### src/rtl/lam_pkg.sv
package lam_pkg;

  typedef enum logic [2:0] {
    HDR_IDLE,
    HDR_BREAK,
    HDR_DELIM,
    HDR_TIMING,
    HDR_WAIT
  } hdr_state_e;

  // Eight bit times span the timed part of the sync field; round half up.
  localparam int unsigned SPAN_SHIFT = 3;

  function automatic int unsigned lam_bit_time(input int unsigned span);
    return (span + (1 << (SPAN_SHIFT - 1))) >> SPAN_SHIFT;
  endfunction

endpackage

### src/rtl/lam_rx_filter.sv
module lam_rx_filter #(
  parameter int FILT_LEN = 4
) (
  input  logic clk,
  input  logic rst_n,
  input  logic rx_raw,
  output logic flt_level,
  output logic fall_evt,
  output logic rise_evt
);
  localparam int RUN_W = (FILT_LEN > 2) ? $clog2(FILT_LEN) : 1;
  localparam logic [RUN_W-1:0] RUN_LAST = RUN_W'(FILT_LEN - 1);

  logic sync1_q, sync2_q;
  logic [RUN_W-1:0] run_q;
  logic differs, flip;

  assign differs  = sync2_q ^ flt_level;
  assign flip     = differs && (run_q == RUN_LAST);
  assign fall_evt = flip && !sync2_q;
  assign rise_evt = flip && sync2_q;

  always_ff @(posedge clk or negedge rst_n) begin
    if (!rst_n) begin
      sync1_q   <= 1'b1;
      sync2_q   <= 1'b1;
      flt_level <= 1'b1;
      run_q     <= '0;
    end else begin
      sync1_q <= rx_raw;
      sync2_q <= sync1_q;
      if (!differs || flip) run_q <= '0;
      else                  run_q <= run_q + 1'b1;
      if (flip) flt_level <= sync2_q;
    end
  end
endmodule

### src/rtl/lam_header_timer.sv
module lam_header_timer
  import lam_pkg::*;
#(
  parameter int CNT_W = 16,
  parameter int BT_W  = CNT_W - 2
) (
  input  logic            clk,
  input  logic            rst_n,
  input  logic            fall_evt,
  input  logic            rise_evt,
  input  logic            frame_end,
  output logic [BT_W-1:0] bit_cycles,
  output logic            bit_vld,
  output logic            ovf_evt
);
  localparam logic [CNT_W-1:0] CNT_MAX  = {CNT_W{1'b1}};
  localparam logic [1:0]       LAST_GAP = 2'd3;

  hdr_state_e       state_q;
  logic [CNT_W-1:0] span_q;
  logic [1:0]       gaps_q;
  logic             end_edge;
  logic [BT_W-1:0]  bt_next;

  assign end_edge = (state_q == HDR_TIMING) && fall_evt && (gaps_q == LAST_GAP);
  assign ovf_evt  = (state_q == HDR_TIMING) && !frame_end && !end_edge && (span_q == CNT_MAX);
  assign bt_next  = BT_W'(lam_bit_time(32'(span_q)));

  always_ff @(posedge clk or negedge rst_n) begin
    if (!rst_n) begin
      state_q    <= HDR_IDLE;
      span_q     <= '0;
      gaps_q     <= '0;
      bit_cycles <= '0;
      bit_vld    <= 1'b0;
    end else begin
      bit_vld <= 1'b0;
      if (frame_end) begin
        state_q <= HDR_IDLE;
      end else begin
        unique case (state_q)
          HDR_IDLE:  if (fall_evt) state_q <= HDR_BREAK;
          HDR_BREAK: if (rise_evt) state_q <= HDR_DELIM;
          HDR_DELIM: if (fall_evt) begin
            state_q <= HDR_TIMING;
            span_q  <= CNT_W'(1);
            gaps_q  <= '0;
          end
          HDR_TIMING: begin
            if (end_edge) begin
              bit_cycles <= bt_next;
              bit_vld    <= 1'b1;
              state_q    <= HDR_WAIT;
            end else if (span_q == CNT_MAX) begin
              state_q <= HDR_WAIT;
            end else begin
              span_q <= span_q + 1'b1;
              if (fall_evt) gaps_q <= gaps_q + 1'b1;
            end
          end
          default: state_q <= HDR_WAIT;
        endcase
      end
    end
  end
endmodule

### src/rtl/lam_activity.sv
module lam_activity (
  input  logic clk,
  input  logic rst_n,
  input  logic fall_evt,
  input  logic frame_done,
  input  logic frame_abort,
  input  logic ignore_msg,
  output logic bus_active,
  output logic ign_open,
  output logic trim_ok
);
  logic frame_end;
  assign frame_end = frame_done || frame_abort;
  assign trim_ok   = !bus_active || ign_open;

  always_ff @(posedge clk or negedge rst_n) begin
    if (!rst_n) begin
      bus_active <= 1'b0;
      ign_open   <= 1'b0;
    end else begin
      if (fall_evt)        bus_active <= 1'b1;
      else if (frame_done) bus_active <= 1'b0;
      if (frame_end)       ign_open <= 1'b0;
      else if (ignore_msg) ign_open <= 1'b1;
    end
  end
endmodule

### src/rtl/lin_activity_monitor.sv
module lin_activity_monitor #(
  parameter int  CNT_W    = 16,
  parameter int  FILT_LEN = 4,
  localparam int BT_W     = CNT_W - 2
) (
  input  logic            clk,
  input  logic            rst_n,
  input  logic            rx_raw,
  input  logic            frame_done,
  input  logic            frame_abort,
  input  logic            ignore_msg,
  output logic            bus_active,
  output logic [BT_W-1:0] bit_cycles,
  output logic            bit_cycles_vld,
  output logic            trim_ok
);
  logic flt_level, fall_evt, rise_evt, ovf_evt, ign_open, frame_end;

  assign frame_end = frame_done || frame_abort;

  lam_rx_filter #(.FILT_LEN(FILT_LEN)) u_filt (
    .clk(clk), .rst_n(rst_n), .rx_raw(rx_raw),
    .flt_level(flt_level), .fall_evt(fall_evt), .rise_evt(rise_evt)
  );

  lam_header_timer #(.CNT_W(CNT_W), .BT_W(BT_W)) u_hdr (
    .clk(clk), .rst_n(rst_n), .fall_evt(fall_evt), .rise_evt(rise_evt),
    .frame_end(frame_end), .bit_cycles(bit_cycles), .bit_vld(bit_cycles_vld),
    .ovf_evt(ovf_evt)
  );

  lam_activity u_act (
    .clk(clk), .rst_n(rst_n), .fall_evt(fall_evt), .frame_done(frame_done),
    .frame_abort(frame_abort), .ignore_msg(ignore_msg),
    .bus_active(bus_active), .ign_open(ign_open), .trim_ok(trim_ok)
  );
endmodule

### config.mk
export PLATFORM = sky130hd
export DESIGN_NAME = lin_activity_monitor
export DESIGN_NICKNAME = d
export VERILOG_FILES = /design/src/rtl/lam_pkg.sv /design/src/rtl/lam_rx_filter.sv /design/src/rtl/lam_header_timer.sv /design/src/rtl/lam_activity.sv /design/src/rtl/lin_activity_monitor.sv
export SDC_FILE = /design/constraint.sdc
export NUM_CORES = 1
export LEC_CHECK = 0
export BUFFER_PORTS_ARGS = -buffer_cell sky130_fd_sc_hd__buf_2
export CAP_MARGIN = 20
export CORE_AREA = 4 4 62 86
export DETAILED_ROUTE_END_ITERATION = 8
export DIE_AREA = 0 0 66 90
export PLACE_DENSITY = 0.68
export SLEW_MARGIN = 20
export SYNTH_ARGS = -nofsm -noshare
export SYNTH_HDL_FRONTEND = slang
export SYNTH_SLANG_ARGS = --single-unit
### constraint.sdc
create_clock -name clk -period 3.55 [get_ports clk]
set_clock_uncertainty 0.1 [all_clocks]
set_input_delay 0.1775 -clock clk [delete_from_list [all_inputs] [get_ports clk]]
set_output_delay 0.1775 -clock clk [all_outputs]
set_load 0.02 [all_outputs]
==> run summary, run 1 <==
ROUTING
-----------------------------------------------------------------------------------------------
Via count ........................................................................         1710
Antenna-violating nets left ......................................................            0
DRC violations left ..............................................................            0
Per-cell via count in the routed design ..........................................         5.41
Routed WL per cell ...............................................................      13.6 um
First-pass iteration count of the detailed router ................................            4
Final routed wirelength across all metal layers ..................................      4290 um
First-iteration detailed-routing DRC count .......................................           55

STA
-----------------------------------------------------------------------------------------------
Worst relative slew slack ........................................................        0.380
Final Hold Violating Endpoints ...................................................            0
Hold slack final .................................................................       118 ps
Final critical delay including setup and external delays .........................      2330 ps
Unrepaired setup endpoints after global routing ..................................        false
Share of the cycle needed by the critical path after routing .....................        0.657
F_max ............................................................................      429 MHz
Number of failing setup endpoints in the final timing report .....................            0
Total negative setup slack .......................................................         0 ps
Number of pins exceeding their max-slew limit in the final report ................            0
Least-Margin Pin Slew ............................................................       930 ps

CELLS AND AREA
-----------------------------------------------------------------------------------------------
Growth of design area from synthesis to finish ...................................        13.2%
Final-layout fill cell count .....................................................          411
Net count, final .................................................................          263
Layout Cells excl Fill ...........................................................          316
Antenna Cells ....................................................................            0
Post-route cell area .............................................................  0.00252 mm2
Share of layout cells above drive strength 1 .....................................        0.150
Combined area of the multi-input logic cells .....................................  0.00105 mm2
Area used by sequential logic in the layout ......................................  0.00108 mm2

GLOBAL ROUTING
-----------------------------------------------------------------------------------------------
Global Route Usage Sum ...........................................................        0.155
Vias in the first global route ...................................................         1568
Maximum number of pins on one net before global-route repair .....................           44
Global-route wire length before repair ...........................................      7350 um
Gr ovfl total ....................................................................            0
Antenna violations before repair .................................................            0

FLOORPLAN
-----------------------------------------------------------------------------------------------
Vertical die dimension ...........................................................        90 um
Core Rows ........................................................................           29
Horizontal die dimension .........................................................        66 um
Boundary Pins ....................................................................           23
Effective utilization at floorplan ...............................................        0.491
Area of the core .................................................................  0.00454 mm2
Total Die Area ...................................................................  0.00594 mm2

LOGIC SYNTHESIS
-----------------------------------------------------------------------------------------------
Main flop type after synthesis ...................................................      dfrtp_1
Async set-reset flop share out of synthesis ......................................         1.00
Area share of the leading cell type in the synthesized netlist ...................        0.449
Cell type with the largest total area after synthesis ............................      dfrtp_1
Sequential-to-total area share from yosys stat ...................................        0.485
Warning count from the yosys run .................................................            0
Dominant cell by count in the synthesized netlist ................................      dfrtp_1
Post-synthesis instance total ....................................................          234
Cell area after synthesis ........................................................  0.00223 mm2
Distinct cell type count of the synthesized netlist ..............................           50
Cell types with the highest counts after synthesis ............................... dfrtp_1, nand2_1, o21ai_0
Synthesized flop and latch total .................................................           43
Post-Synthesis Net Count .........................................................          244
Average instance area after synthesis ............................................     9.52 um2
Dominant cells by area after synthesis ........................................... dfrtp_1, o21ai_0, nand2_1
Number of enable flip-flop cells after synthesis .................................            0

MIN PATH
-----------------------------------------------------------------------------------------------
Hold/Removal Path Class .......................................................... input pin to flip-flop

PLACEMENT
-----------------------------------------------------------------------------------------------
Total instance count after detailed placement ....................................          304
Final GP Congestion ..............................................................        0.832
Cell Area, Placed ................................................................  0.00235 mm2
Dpl hpwl .........................................................................      3100 um
Port Buffer Count ................................................................           22

CRITICAL PATH
-----------------------------------------------------------------------------------------------
Delay of the slowest cell on the worst path ......................................       550 ps
Gate family responsible for the most delay along the worst path .................. simple AND/OR/NAND/NOR gates
Required @ worst endpoint ........................................................      3670 ps
Data arrival time of the critical path ...........................................      2450 ps
Critical path peak fanout ........................................................           16
Crit. End Element ................................................................    flip-flop
Ordered cell list for the critical path .......................................... and3b_1 -> nand3_1 -> nor2_1 -> a41oi_1 -> a31oi_1
Slowest stage cell, crit path ....................................................      and3b_1
Worst setup path class ........................................................... flip-flop to flip-flop
Buffers plus inverters on the worst setup path ...................................            0
Type of origin of the critical path ..............................................    flip-flop

CLOCK NETWORK
-----------------------------------------------------------------------------------------------
H-tree depth reported by CTS .....................................................            2
Count of clock tree sinks ........................................................           43
Number of buffers created by CTS .................................................            5
Clock input transition at the sequential cells of the worst setup and hold paths .        80 ps
Post CTS Setup Buffer Count ......................................................            0
Clock latency reported for the late side of the worst-skew pair ..................       290 ps
Number of buffers on the longest clock path ......................................            2
Root buffer cell .................................................................     clkbuf_8
TritonCTS clock tree .............................................................          yes

RUN
-----------------------------------------------------------------------------------------------
Number of max-cap violations .....................................................            0

POWER AND IR DROP
-----------------------------------------------------------------------------------------------
LEAKAGE ..........................................................................      1.11 nW
Peak supply drop .................................................................     0.353 mV
Power density over the cells .....................................................   407 mW/mm2

OUTCOME
-----------------------------------------------------------------------------------------------
Run status ....................................................................... complete, no violations

## kinds of logic after synthesis
family | count (synthesis) | synth area share
compound gates | 58 | 0.169
xor+xnor | 12 | 0.0472
fa+ha+maj | 4 | 0.0225
buf+inv | 22 | 0.0449
flops | 43 | 0.485
mux | 4 | 0.0191
simple gates | 91 | 0.213
## layout make-up
type	count	share of cell area
flip-flops and latches	43	0.428
well taps	62	0.0308
clock buffers	6	0.0288
repair buffers	27	0.0625
multi-input cells	169	0.415
inverters	7	0.0104
clock inverters	2	0.0238
## state kept, by name, summed over array words and instances, names as in the netlist, 2 cells and up
| register | flops |
|---|---|
| u_hdr.span_q | 16 |
| u_hdr.bit_cycles | 14 |
| u_hdr.gaps_q | 2 |
| u_hdr.state_q | 3 |
| u_filt.run_q | 2 |
## tightest hold or removal path: cells and delay by family
kind | cells | cell delay [ps]
compound gates | 1 | 120
buf+inv | 1 | 90
simple gates | 1 | 90
## worst paths after layout
check,from,end,slack (ps),depth (start not counted)
max,u_hdr.state_q[0]$_DFFE_PN0P_,u_hdr.span_q[15]$_DFFE_PN0P_,1220,5
min,frame_abort,u_act.ign_open$_DFFE_PN0P_,120,3
max reg2reg,u_hdr.state_q[0]$_DFFE_PN0P_,u_hdr.span_q[15]$_DFFE_PN0P_,1220,5
min reg2reg,u_filt.sync1_q$_DFF_PN1_,u_filt.sync2_q$_DFF_PN1_,260,0
max in group asynchronous,rst_n,u_filt.run_q[0]$_DFF_PN0_,2310,2
min in group asynchronous,rst_n,u_hdr.bit_cycles[1]$_DFFE_PN0P_,460,2
## through the flow
stage,setup slack (ps),power [mW],utilization
after floorplan,1590,0.568,-
after global placement,1310,0.590,0.518
after detailed placement,1250,0.592,0.518
after CTS,1210,1.04,0.556
after global routing,959,1.08,0.556
final,1220,1.02,0.556
## metal layers
metal | vias to the layer above | track usage | share of wire
li1 | 881 | - | -
met1 | 793 | 0.185 | 0.45
met2 | 30 | 0.274 | 0.50
met3 | 6 | 0.0337 | 0.037
met4 | 0 | 0.0407 | 0.013
met5 | - | 0 | 0
## timing repair
action | CTS | global route
resized for setup | 0 | 0
hold buffers | 4 | 0
hold endpoints to repair | 43 | 0
## power by group
part | switching [mW] | internal [mW] | total (mW) | leakage (nW)
clock network | 0.159 | 0.281 | 0.440 | 0.0654
logic | 0.0351 | 0.0262 | 0.0613 | 0.482
registers | 0.0122 | 0.512 | 0.524 | 0.567
## placed cells by master (no fill, tap or decap), types with 3 or more instances in the layout
master,count
buf_2,22
xor2_1,4
a31oi_1,8
dfstp_2,3
dfrtp_1,40
nor2_1,17
nand3_1,12
xnor2_1,8
nor3_1,5
nand4_1,4
o22a_1,3
nand2_1,29
ha_1,4
nand3b_1,3
dlygate4sd3_1,4
o21ai_0,22
a21oi_1,5
nand2b_1,3
inv_1,7
clkbuf_8,5
and3_1,4
Note: power is estimated with default switching activity, not from simulation.
==> run 2, diff against run 1 <==
--- a/config.mk
+++ b/config.mk
@@ -10,7 +10,7 @@
 export CORE_AREA = 4 4 62 86
 export DETAILED_ROUTE_END_ITERATION = 8
 export DIE_AREA = 0 0 66 90
-export PLACE_DENSITY = 0.68
+export PLACE_DENSITY = 0.7
 export SLEW_MARGIN = 20
 export SYNTH_ARGS = -nofsm -noshare
 export SYNTH_HDL_FRONTEND = slang
==> constraint.sdc (replaced) <==
create_clock -name clk -period 2 [get_ports clk]
set_clock_uncertainty 0.1 [all_clocks]
set_input_delay 0.1 -clock clk [delete_from_list [all_inputs] [get_ports clk]]
set_output_delay 0.1 -clock clk [all_outputs]
set_load 0.02 [all_outputs]
==> run 2 against run 1 <==
Against the previous run: final area rose by 7.8%; critical path depth did not move; fmax rose by 23%; routed wire length rose by 12%; critical endpoint is now u_hdr.span_q[14]$_DFFE_PN0P_; largest cell class unchanged; largest power group unchanged; highest routed layer unchanged.
==> run summary, run 2 (same netlist as run 1, synthesis figures left out) <==
RUN
-----------------------------------------------------------------------------------------------
Number of max-cap violations .....................................................            0   unchanged

CELLS AND AREA
-----------------------------------------------------------------------------------------------
Growth of design area from synthesis to finish ...................................        22.0%   was 13.2%
Post-route cell area .............................................................  0.00272 mm2   was 0.00252 mm2
Area used by sequential logic in the layout ......................................  0.00108 mm2   about the same
Final-layout fill cell count .....................................................          411   unchanged
Largest register by flop count ................................................... u_hdr.span_q   unchanged
Combined area of the multi-input logic cells .....................................  0.00105 mm2   about the same
Layout Cells excl Fill ...........................................................          344   was 316
Share of layout cells above drive strength 1 .....................................        0.245   was 0.150
Leading cell types in the layout, fill and taps excluded ......................... dfrtp_1, buf_4, nand2_1   was dfrtp_1, nand2_1, o21ai_0, buf_2, nor2_1
Antenna Cells ....................................................................            0   unchanged
Largest regs ..................................................................... u_hdr.span_q (16), u_hdr.bit_cycles (14), u_hdr.state_q (3)   unchanged
Max reg flops ....................................................................           16   unchanged
Final Util .......................................................................        0.599   was 0.556
Net count, final .................................................................          292   was 263
Most common library cell in the layout ignoring fill and taps ....................      dfrtp_1   unchanged

FLOORPLAN
-----------------------------------------------------------------------------------------------
Boundary Pins ....................................................................           23   unchanged
Area of the core .................................................................  0.00454 mm2   unchanged
Total Die Area ...................................................................  0.00594 mm2   unchanged
Horizontal die dimension .........................................................        66 um   unchanged
Core Rows ........................................................................           29   unchanged
Effective utilization at floorplan ...............................................        0.491   unchanged
Vertical die dimension ...........................................................        90 um   unchanged

ROUTING
-----------------------------------------------------------------------------------------------
Via count ........................................................................         1836   was 1710
Final routed wirelength across all metal layers ..................................      4810 um   was 4290 um
Per-cell via count in the routed design ..........................................         5.34   was 5.41
First-iteration detailed-routing DRC count .......................................           56   was 55
First-pass iteration count of the detailed router ................................            5   was 4
Antenna-violating nets left ......................................................            0   unchanged
Routed WL per cell ...............................................................      14.0 um   was 13.6 um
DRC violations left ..............................................................            0   unchanged

CRITICAL PATH
-----------------------------------------------------------------------------------------------
Worst Reg2Reg Path Length in Cells ...............................................            5   unchanged
Type of origin of the critical path ..............................................    flip-flop   unchanged
Register-to-register setup slack .................................................       100 ps   was 1220 ps
Required @ worst endpoint ........................................................      2080 ps   was 3670 ps
Ordered cell list for the critical path .......................................... and4_1 -> nand3_1 -> or3_1 -> and3_1 -> a221o_1   was and3b_1 -> nand3_1 -> nor2_1 -> a41oi_1 -> a31oi_1
Critical path peak fanout ........................................................            6   was 16
Slowest stage cell, crit path ....................................................      dfrtp_1   was and3b_1
Reg-to-reg critical path startpoint .............................................. u_hdr.span_q[11]$_DFFE_PN0P_   was u_hdr.state_q[0]$_DFFE_PN0P_
Data arrival time of the critical path ...........................................      1980 ps   was 2450 ps
Gate family responsible for the most delay along the worst path .................. simple AND/OR/NAND/NOR gates   unchanged
Crit. End Element ................................................................    flip-flop   unchanged
Reg-to-reg endpoint .............................................................. u_hdr.span_q[14]$_DFFE_PN0P_   was u_hdr.span_q[15]$_DFFE_PN0P_
Buffers plus inverters on the worst setup path ...................................            0   unchanged
Worst setup path class ........................................................... flip-flop to flip-flop   unchanged
Logic depth of the worst path, buffers included ..................................            5   unchanged
Delay of the slowest cell on the worst path ......................................       480 ps   was 550 ps

PLACEMENT
-----------------------------------------------------------------------------------------------
Final GP Congestion ..............................................................        0.853   was 0.832
Total instance count after detailed placement ....................................          333   was 304
Dpl hpwl .........................................................................      3650 um   was 3100 um
Cell Area, Placed ................................................................  0.00257 mm2   was 0.00235 mm2
Port Buffer Count ................................................................           22   unchanged

MIN PATH
-----------------------------------------------------------------------------------------------
Hold/Removal Path Class .......................................................... input pin to asynchronous set/reset pin   was input pin to flip-flop

GLOBAL ROUTING
-----------------------------------------------------------------------------------------------
Vias in the first global route ...................................................         1803   was 1568
Maximum number of pins on one net before global-route repair .....................           24   was 44
Global Route Usage Sum ...........................................................        0.179   was 0.155
Antenna violations before repair .................................................            0   unchanged
Gr ovfl total ....................................................................            0   unchanged
Global-route wire length before repair ...........................................      8390 um   was 7350 um

STA
-----------------------------------------------------------------------------------------------
Unrepaired setup endpoints after global routing ..................................         true   was false
Worst relative slew slack ........................................................        0.751   was 0.380
Hold slack final .................................................................      18.1 ps   was 118 ps
Number of failing setup endpoints in the final timing report .....................            0   unchanged
Least-Margin Pin Slew ............................................................       372 ps   was 930 ps
Share of the cycle needed by the critical path after routing .....................        0.950   was 0.657
Final Hold Violating Endpoints ...................................................            0   unchanged
Number of pins exceeding their max-slew limit in the final report ................            0   unchanged
F_max ............................................................................      526 MHz   was 429 MHz
Final critical delay including setup and external delays .........................      1900 ps   was 2330 ps

CLOCK NETWORK
-----------------------------------------------------------------------------------------------
Post CTS Setup Buffer Count ......................................................            0   unchanged
Count of clock tree sinks ........................................................           43   unchanged
Number of buffers on the longest clock path ......................................            2   unchanged
TritonCTS clock tree .............................................................          yes   unchanged
H-tree depth reported by CTS .....................................................            2   unchanged
Root buffer cell .................................................................     clkbuf_8   unchanged
Clock input transition at the sequential cells of the worst setup and hold paths .        80 ps   about the same
Number of buffers created by CTS .................................................            5   unchanged
Clock latency reported for the late side of the worst-skew pair ..................       290 ps   about the same

POWER AND IR DROP
-----------------------------------------------------------------------------------------------
Power density over the cells .....................................................   625 mW/mm2   was 407 mW/mm2
LEAKAGE ..........................................................................      1.24 nW   was 1.11 nW
Peak supply drop .................................................................     0.515 mV   was 0.353 mV

OUTCOME
-----------------------------------------------------------------------------------------------
Run status ....................................................................... complete, no violations   unchanged

run 2: cell count changes in the layout (fill, tap and decap cells not counted):
cell / previous run / this run
buf_4: 1 / 30
a221oi_1: 1 / 0
a221oi_2: 0 / 1
and3_1: 4 / 3
and3_2: 0 / 1
bufinv_16: 2 / 1
dfrtp_1: 40 / 39
dfrtp_2: 0 / 1
run 2: power breakdown:
group,total [mW],leakage (nW),switching [mW],internal (mW)
Sequential,0.931,0.565,0.0225,0.908
Clock,0.647,0.0513,0.281,0.366
Combinational,0.120,0.627,0.0654,0.0550
run 2: worst max path at each step:
stage	startpoint	to	slack, ps
after floorplan	u_hdr.span_q[3]$_DFFE_PN0P_	u_hdr.span_q[10]$_DFFE_PN0P_	40
after global placement	u_hdr.span_q[11]$_DFFE_PN0P_	u_hdr.span_q[11]$_DFFE_PN0P_	150
after detailed placement	u_hdr.span_q[6]$_DFFE_PN0P_	u_hdr.span_q[11]$_DFFE_PN0P_	90
after CTS	u_hdr.span_q[6]$_DFFE_PN0P_	u_hdr.span_q[11]$_DFFE_PN0P_	80
after global routing	u_filt.run_q[0]$_DFF_PN0_	u_hdr.bit_cycles[13]$_DFFE_PN0P_	-20
final	u_hdr.span_q[11]$_DFFE_PN0P_	u_hdr.span_q[14]$_DFFE_PN0P_	100
run 2: cell type report:
| class | instances | share of cell area |
|---|---|---|
| repair buffers | 56 | 0.138 |
| well taps | 62 | 0.0285 |
| clock buffers | 6 | 0.0267 |
| inverters | 7 | 0.00967 |
| flip-flops and latches | 43 | 0.398 |
| clock inverters | 1 | 0.0110 |
| multi-input cells | 169 | 0.388 |
run 2: worst register-to-register path, cell delays in order, from the launching register on:
cell	delay (ps)
dfrtp_1	480
and4_1	290
nand3_1	130
or3_1	350
and3_1	190
a221o_1	250
run 2: stage by stage:
stage	power [mW]	TNS [ps]	setup slack [ps]
5_1_grt	1.78	-78.8	-21.0
3_5_place_dp	1.06	0	91.6
3_3_place_gp	1.06	0	151
4_1_cts	1.71	0	80.5
6_report	1.70	0	100
2_1_floorplan	1.01	0	36.4
run 2: layer usage:
metal / track usage / share of wire
met3: 0.0399 / 0.036
met2: 0.307 / 0.53
met5: 0 / 0
met1: 0.215 / 0.42
met4: 0.0610 / 0.020
run 2: what timing repair did:
action / CTS / global route
hold endpoints to repair: 43 / 0
hold buffers: 4 / 0
resized for setup: 0 / 3
endpoints found under the setup margin: 0 / 18
==> run 3, diff against run 2 <==
--- a/config.mk
+++ b/config.mk
@@ -14,4 +14,5 @@
 export SLEW_MARGIN = 20
 export SYNTH_ARGS = -nofsm -noshare
 export SYNTH_HDL_FRONTEND = slang
+export SYNTH_HIERARCHICAL = 1
 export SYNTH_SLANG_ARGS = --single-unit
==> run 3 against run 2 <==
Against the previous run: clock power shrank 18%; count of clock-buffer cells in the layout did not move; via count is 2.5% higher; area after synthesis down 0.45%; power shrank 3.0%; flip-flop and latch count unchanged; utilization rose by 0.58 points; critical endpoint is now u_hdr/bit_cycles[11]$_DFFE_PN0P_.
==> run summary, run 3 <==
STA
-----------------------------------------------------------------------------------------------
Final critical delay including setup and external delays .........................      1950 ps   was 1900 ps
Least-Margin Pin Slew ............................................................       807 ps   was 372 ps
Final Hold Violating Endpoints ...................................................            0   unchanged
Unrepaired setup endpoints after global routing ..................................         true   unchanged
Number of failing setup endpoints in the final timing report .....................            0   unchanged
Hold slack final .................................................................       120 ps   was 18.1 ps
Share of the cycle needed by the critical path after routing .....................        0.976   was 0.950
Worst relative slew slack ........................................................        0.462   was 0.751
F_max ............................................................................      512 MHz   was 526 MHz
Number of pins exceeding their max-slew limit in the final report ................            0   unchanged

MIN PATH
-----------------------------------------------------------------------------------------------
Min-Delay Endpoint ............................................................... u_hdr/state_q[2]$_DFFE_PN0P_
Launch instance of the worst min-delay path ......................................  frame_abort
Hold/Removal Path Class .......................................................... input pin to flip-flop   was input pin to asynchronous set/reset pin
Cell depth of the worst min-delay path ...........................................            4

ROUTING
-----------------------------------------------------------------------------------------------
Per-cell via count in the routed design ..........................................         5.42   was 5.34
Via count ........................................................................         1881   was 1836
Total length of routed met2 wires ................................................      2560 um   was 2540 um
Routed WL per cell ...............................................................      13.6 um   was 14.0 um
First-pass iteration count of the detailed router ................................            4   was 5
Highest routing layer actually used ..............................................         met4   unchanged
Detailed-routing wirelength on met1 ..............................................      1870 um   was 2000 um
First-iteration detailed-routing DRC count .......................................           91   was 56
Antenna-violating nets left ......................................................            0   unchanged
Final routed wirelength across all metal layers ..................................      4730 um   was 4810 um
DRC violations left ..............................................................            0   unchanged
Met3 routed WL ...................................................................       210 um   was 172 um

CLOCK NETWORK
-----------------------------------------------------------------------------------------------
Number of buffers created by CTS .................................................            5   unchanged
Number of buffers on the longest clock path ......................................            2   unchanged
Count of clock tree sinks ........................................................           43   unchanged
Root buffer cell .................................................................     clkbuf_8   unchanged
Clock input transition at the sequential cells of the worst setup and hold paths .        80 ps   about the same
TritonCTS clock tree .............................................................          yes   unchanged
Clock latency reported for the late side of the worst-skew pair ..................       290 ps   about the same
H-tree depth reported by CTS .....................................................            2   unchanged

FLOORPLAN
-----------------------------------------------------------------------------------------------
Boundary Pins ....................................................................           23   unchanged
Total Die Area ...................................................................  0.00594 mm2   unchanged
Effective utilization at floorplan ...............................................        0.489   was 0.491
Horizontal die dimension .........................................................        66 um   unchanged
Core Rows ........................................................................           29   unchanged
Vertical die dimension ...........................................................        90 um   unchanged
Area of the core .................................................................  0.00454 mm2   unchanged

CRITICAL PATH
-----------------------------------------------------------------------------------------------
Critical path peak fanout ........................................................            5   was 6
Data arrival time of the critical path ...........................................      2040 ps   was 1980 ps
Worst Reg2Reg Path Length in Cells ...............................................            6   was 5
Type of origin of the critical path ..............................................    flip-flop   unchanged
Reg-to-reg critical path startpoint .............................................. u_filt/flt_level$_DFFE_PN1P_   was u_hdr.span_q[11]$_DFFE_PN0P_
Required @ worst endpoint ........................................................      2090 ps   was 2080 ps
Register-to-register setup slack .................................................        50 ps   was 100 ps
Crit. End Element ................................................................    flip-flop   unchanged
Reg-to-reg endpoint .............................................................. u_hdr/bit_cycles[11]$_DFFE_PN0P_   was u_hdr.span_q[14]$_DFFE_PN0P_
Worst setup path class ........................................................... flip-flop to flip-flop   unchanged

LOGIC SYNTHESIS
-----------------------------------------------------------------------------------------------
Warning count from the yosys run .................................................            6   was 0
Post-synthesis instance total ....................................................          236   was 234
Average instance area after synthesis ............................................     9.39 um2   was 9.52 um2
Post-Synthesis Net Count .........................................................          246   was 244
Cell area after synthesis ........................................................  0.00222 mm2   was 0.00223 mm2

CELLS AND AREA
-----------------------------------------------------------------------------------------------
Final Util .......................................................................        0.605   was 0.599
Net count, final .................................................................          294   was 292
Largest register by flop count ................................................... u_hdr/span_q   was u_hdr.span_q
Antenna Cells ....................................................................            0   unchanged
Final-layout fill cell count .....................................................          393   was 411
Layout Cells excl Fill ...........................................................          347   was 344
Post-route cell area .............................................................  0.00274 mm2   was 0.00272 mm2
Growth of design area from synthesis to finish ...................................        23.8%   was 22.0%
Largest regs ..................................................................... u_hdr/span_q (16), u_hdr/bit_cycles (14), u_hdr/state_q (3)   was u_hdr.span_q (16), u_hdr.bit_cycles (14), u_hdr.state_q (3)
Leading cell types in the layout, fill and taps excluded ......................... dfrtp_1, nor2_1, buf_4   was dfrtp_1, buf_4, nand2_1
Share of layout cells above drive strength 1 .....................................        0.277   was 0.245
Most common library cell in the layout ignoring fill and taps ....................      dfrtp_1   unchanged
Max reg flops ....................................................................           16   unchanged

PLACEMENT
-----------------------------------------------------------------------------------------------
Dpl hpwl .........................................................................      3430 um   was 3650 um
Total instance count after detailed placement ....................................          330   was 333
Final GP Congestion ..............................................................        0.857   was 0.853
Port Buffer Count ................................................................           22   unchanged
Cell Area, Placed ................................................................  0.00253 mm2   was 0.00257 mm2

GLOBAL ROUTING
-----------------------------------------------------------------------------------------------
Antenna violations before repair .................................................            0   unchanged
Vias in the first global route ...................................................         1725   was 1803
Global-route wire length before repair ...........................................      7790 um   was 8390 um
Gr ovfl total ....................................................................            0   unchanged
Maximum number of pins on one net before global-route repair .....................           37   was 24
Global Route Usage Sum ...........................................................        0.166   was 0.179

POWER AND IR DROP
-----------------------------------------------------------------------------------------------
Peak supply drop .................................................................     0.565 mV   was 0.515 mV
Sequential Power Share ...........................................................        0.574   was 0.548
LEAKAGE ..........................................................................      1.29 nW   was 1.24 nW
Logic gate share of total power ..................................................        0.103   was 0.071
Power density over the cells .....................................................   600 mW/mm2   was 625 mW/mm2
Internal power ...................................................................      1.24 mW   was 1.33 mW
Switching share of total power ...................................................        0.249   was 0.217
Clock share of power .............................................................        0.324   was 0.381
Total power after layout .........................................................      1.65 mW   was 1.70 mW
Switching power summed over all nets .............................................     0.409 mW   was 0.369 mW

OUTCOME
-----------------------------------------------------------------------------------------------
Run status ....................................................................... complete, no violations   unchanged

RUN
-----------------------------------------------------------------------------------------------
Number of max-cap violations .....................................................            0   unchanged

-- run 3: cell type report --
cell class	count	area, um2	area share
sequential	43	1080	0.394
multi-input combinational	171	1060	0.388
timing repair buffer	57	414	0.151
tap	62	77.6	0.0283
clock buffer	6	72.6	0.0264
inverter	6	22.5	0.00821
clock inverter	2	12.5	0.00456
-- run 3: worst max path at each step --
stage,from,end,depth (start not counted)
detailed placement,u_filt/run_q[0]$_DFF_PN0_,u_hdr/span_q[14]$_DFFE_PN0P_,7
global route,u_filt/flt_level$_DFFE_PN1P_,u_hdr/bit_cycles[0]$_DFFE_PN0P_,6
finish,u_filt/flt_level$_DFFE_PN1P_,u_hdr/bit_cycles[11]$_DFFE_PN0P_,6
floorplan,u_filt/run_q[0]$_DFF_PN0_,u_hdr/span_q[14]$_DFFE_PN0P_,7
global placement,u_filt/run_q[0]$_DFF_PN0_,u_hdr/span_q[14]$_DFFE_PN0P_,7
CTS,u_filt/run_q[0]$_DFF_PN0_,u_hdr/span_q[14]$_DFFE_PN0P_,7
-- run 3: metrics by stage --
stage	setup WS (ps)	setup TNS [ps]
2_1_floorplan	33.7	0
3_3_place_gp	104	0
3_5_place_dp	39.7	0
4_1_cts	19.0	0
5_1_grt	-34.8	-123
6_report	48.2	0
-- run 3: power groups by stage --
stage          Clock, mW  Sequential [mW]  Combinational, mW
6_report           0.533            0.945              0.169
5_1_grt            0.596            0.950              0.192
4_1_cts            0.549            0.944              0.168
3_5_place_dp           0            0.961              0.160
3_3_place_gp           0            0.958              0.156
2_1_floorplan          0            0.976             0.0809
-- run 3: metal layers --
layer,global-route usage,vias to the layer above
li1,-,932
met1,0.181,892
met2,0.301,48
met3,0.0374,9
met4,0.0661,0
met5,0,-
-- run 3: critical path, cell delays in order, from the launching register on --
cell and delay, ps:
dfstp_2 560, inv_1 80, nor3b_4 260, nand2_2 140, nor3_4 240, buf_6 150
mux2_2 320
-- run 3: timing repair --
item,4_1_cts,5_1_grt
endpoints found under the setup margin,0,18
hold buffers,5,0
gates resized for setup,0,7
endpoints found under the hold margin,35,0
setup buffers,0,3
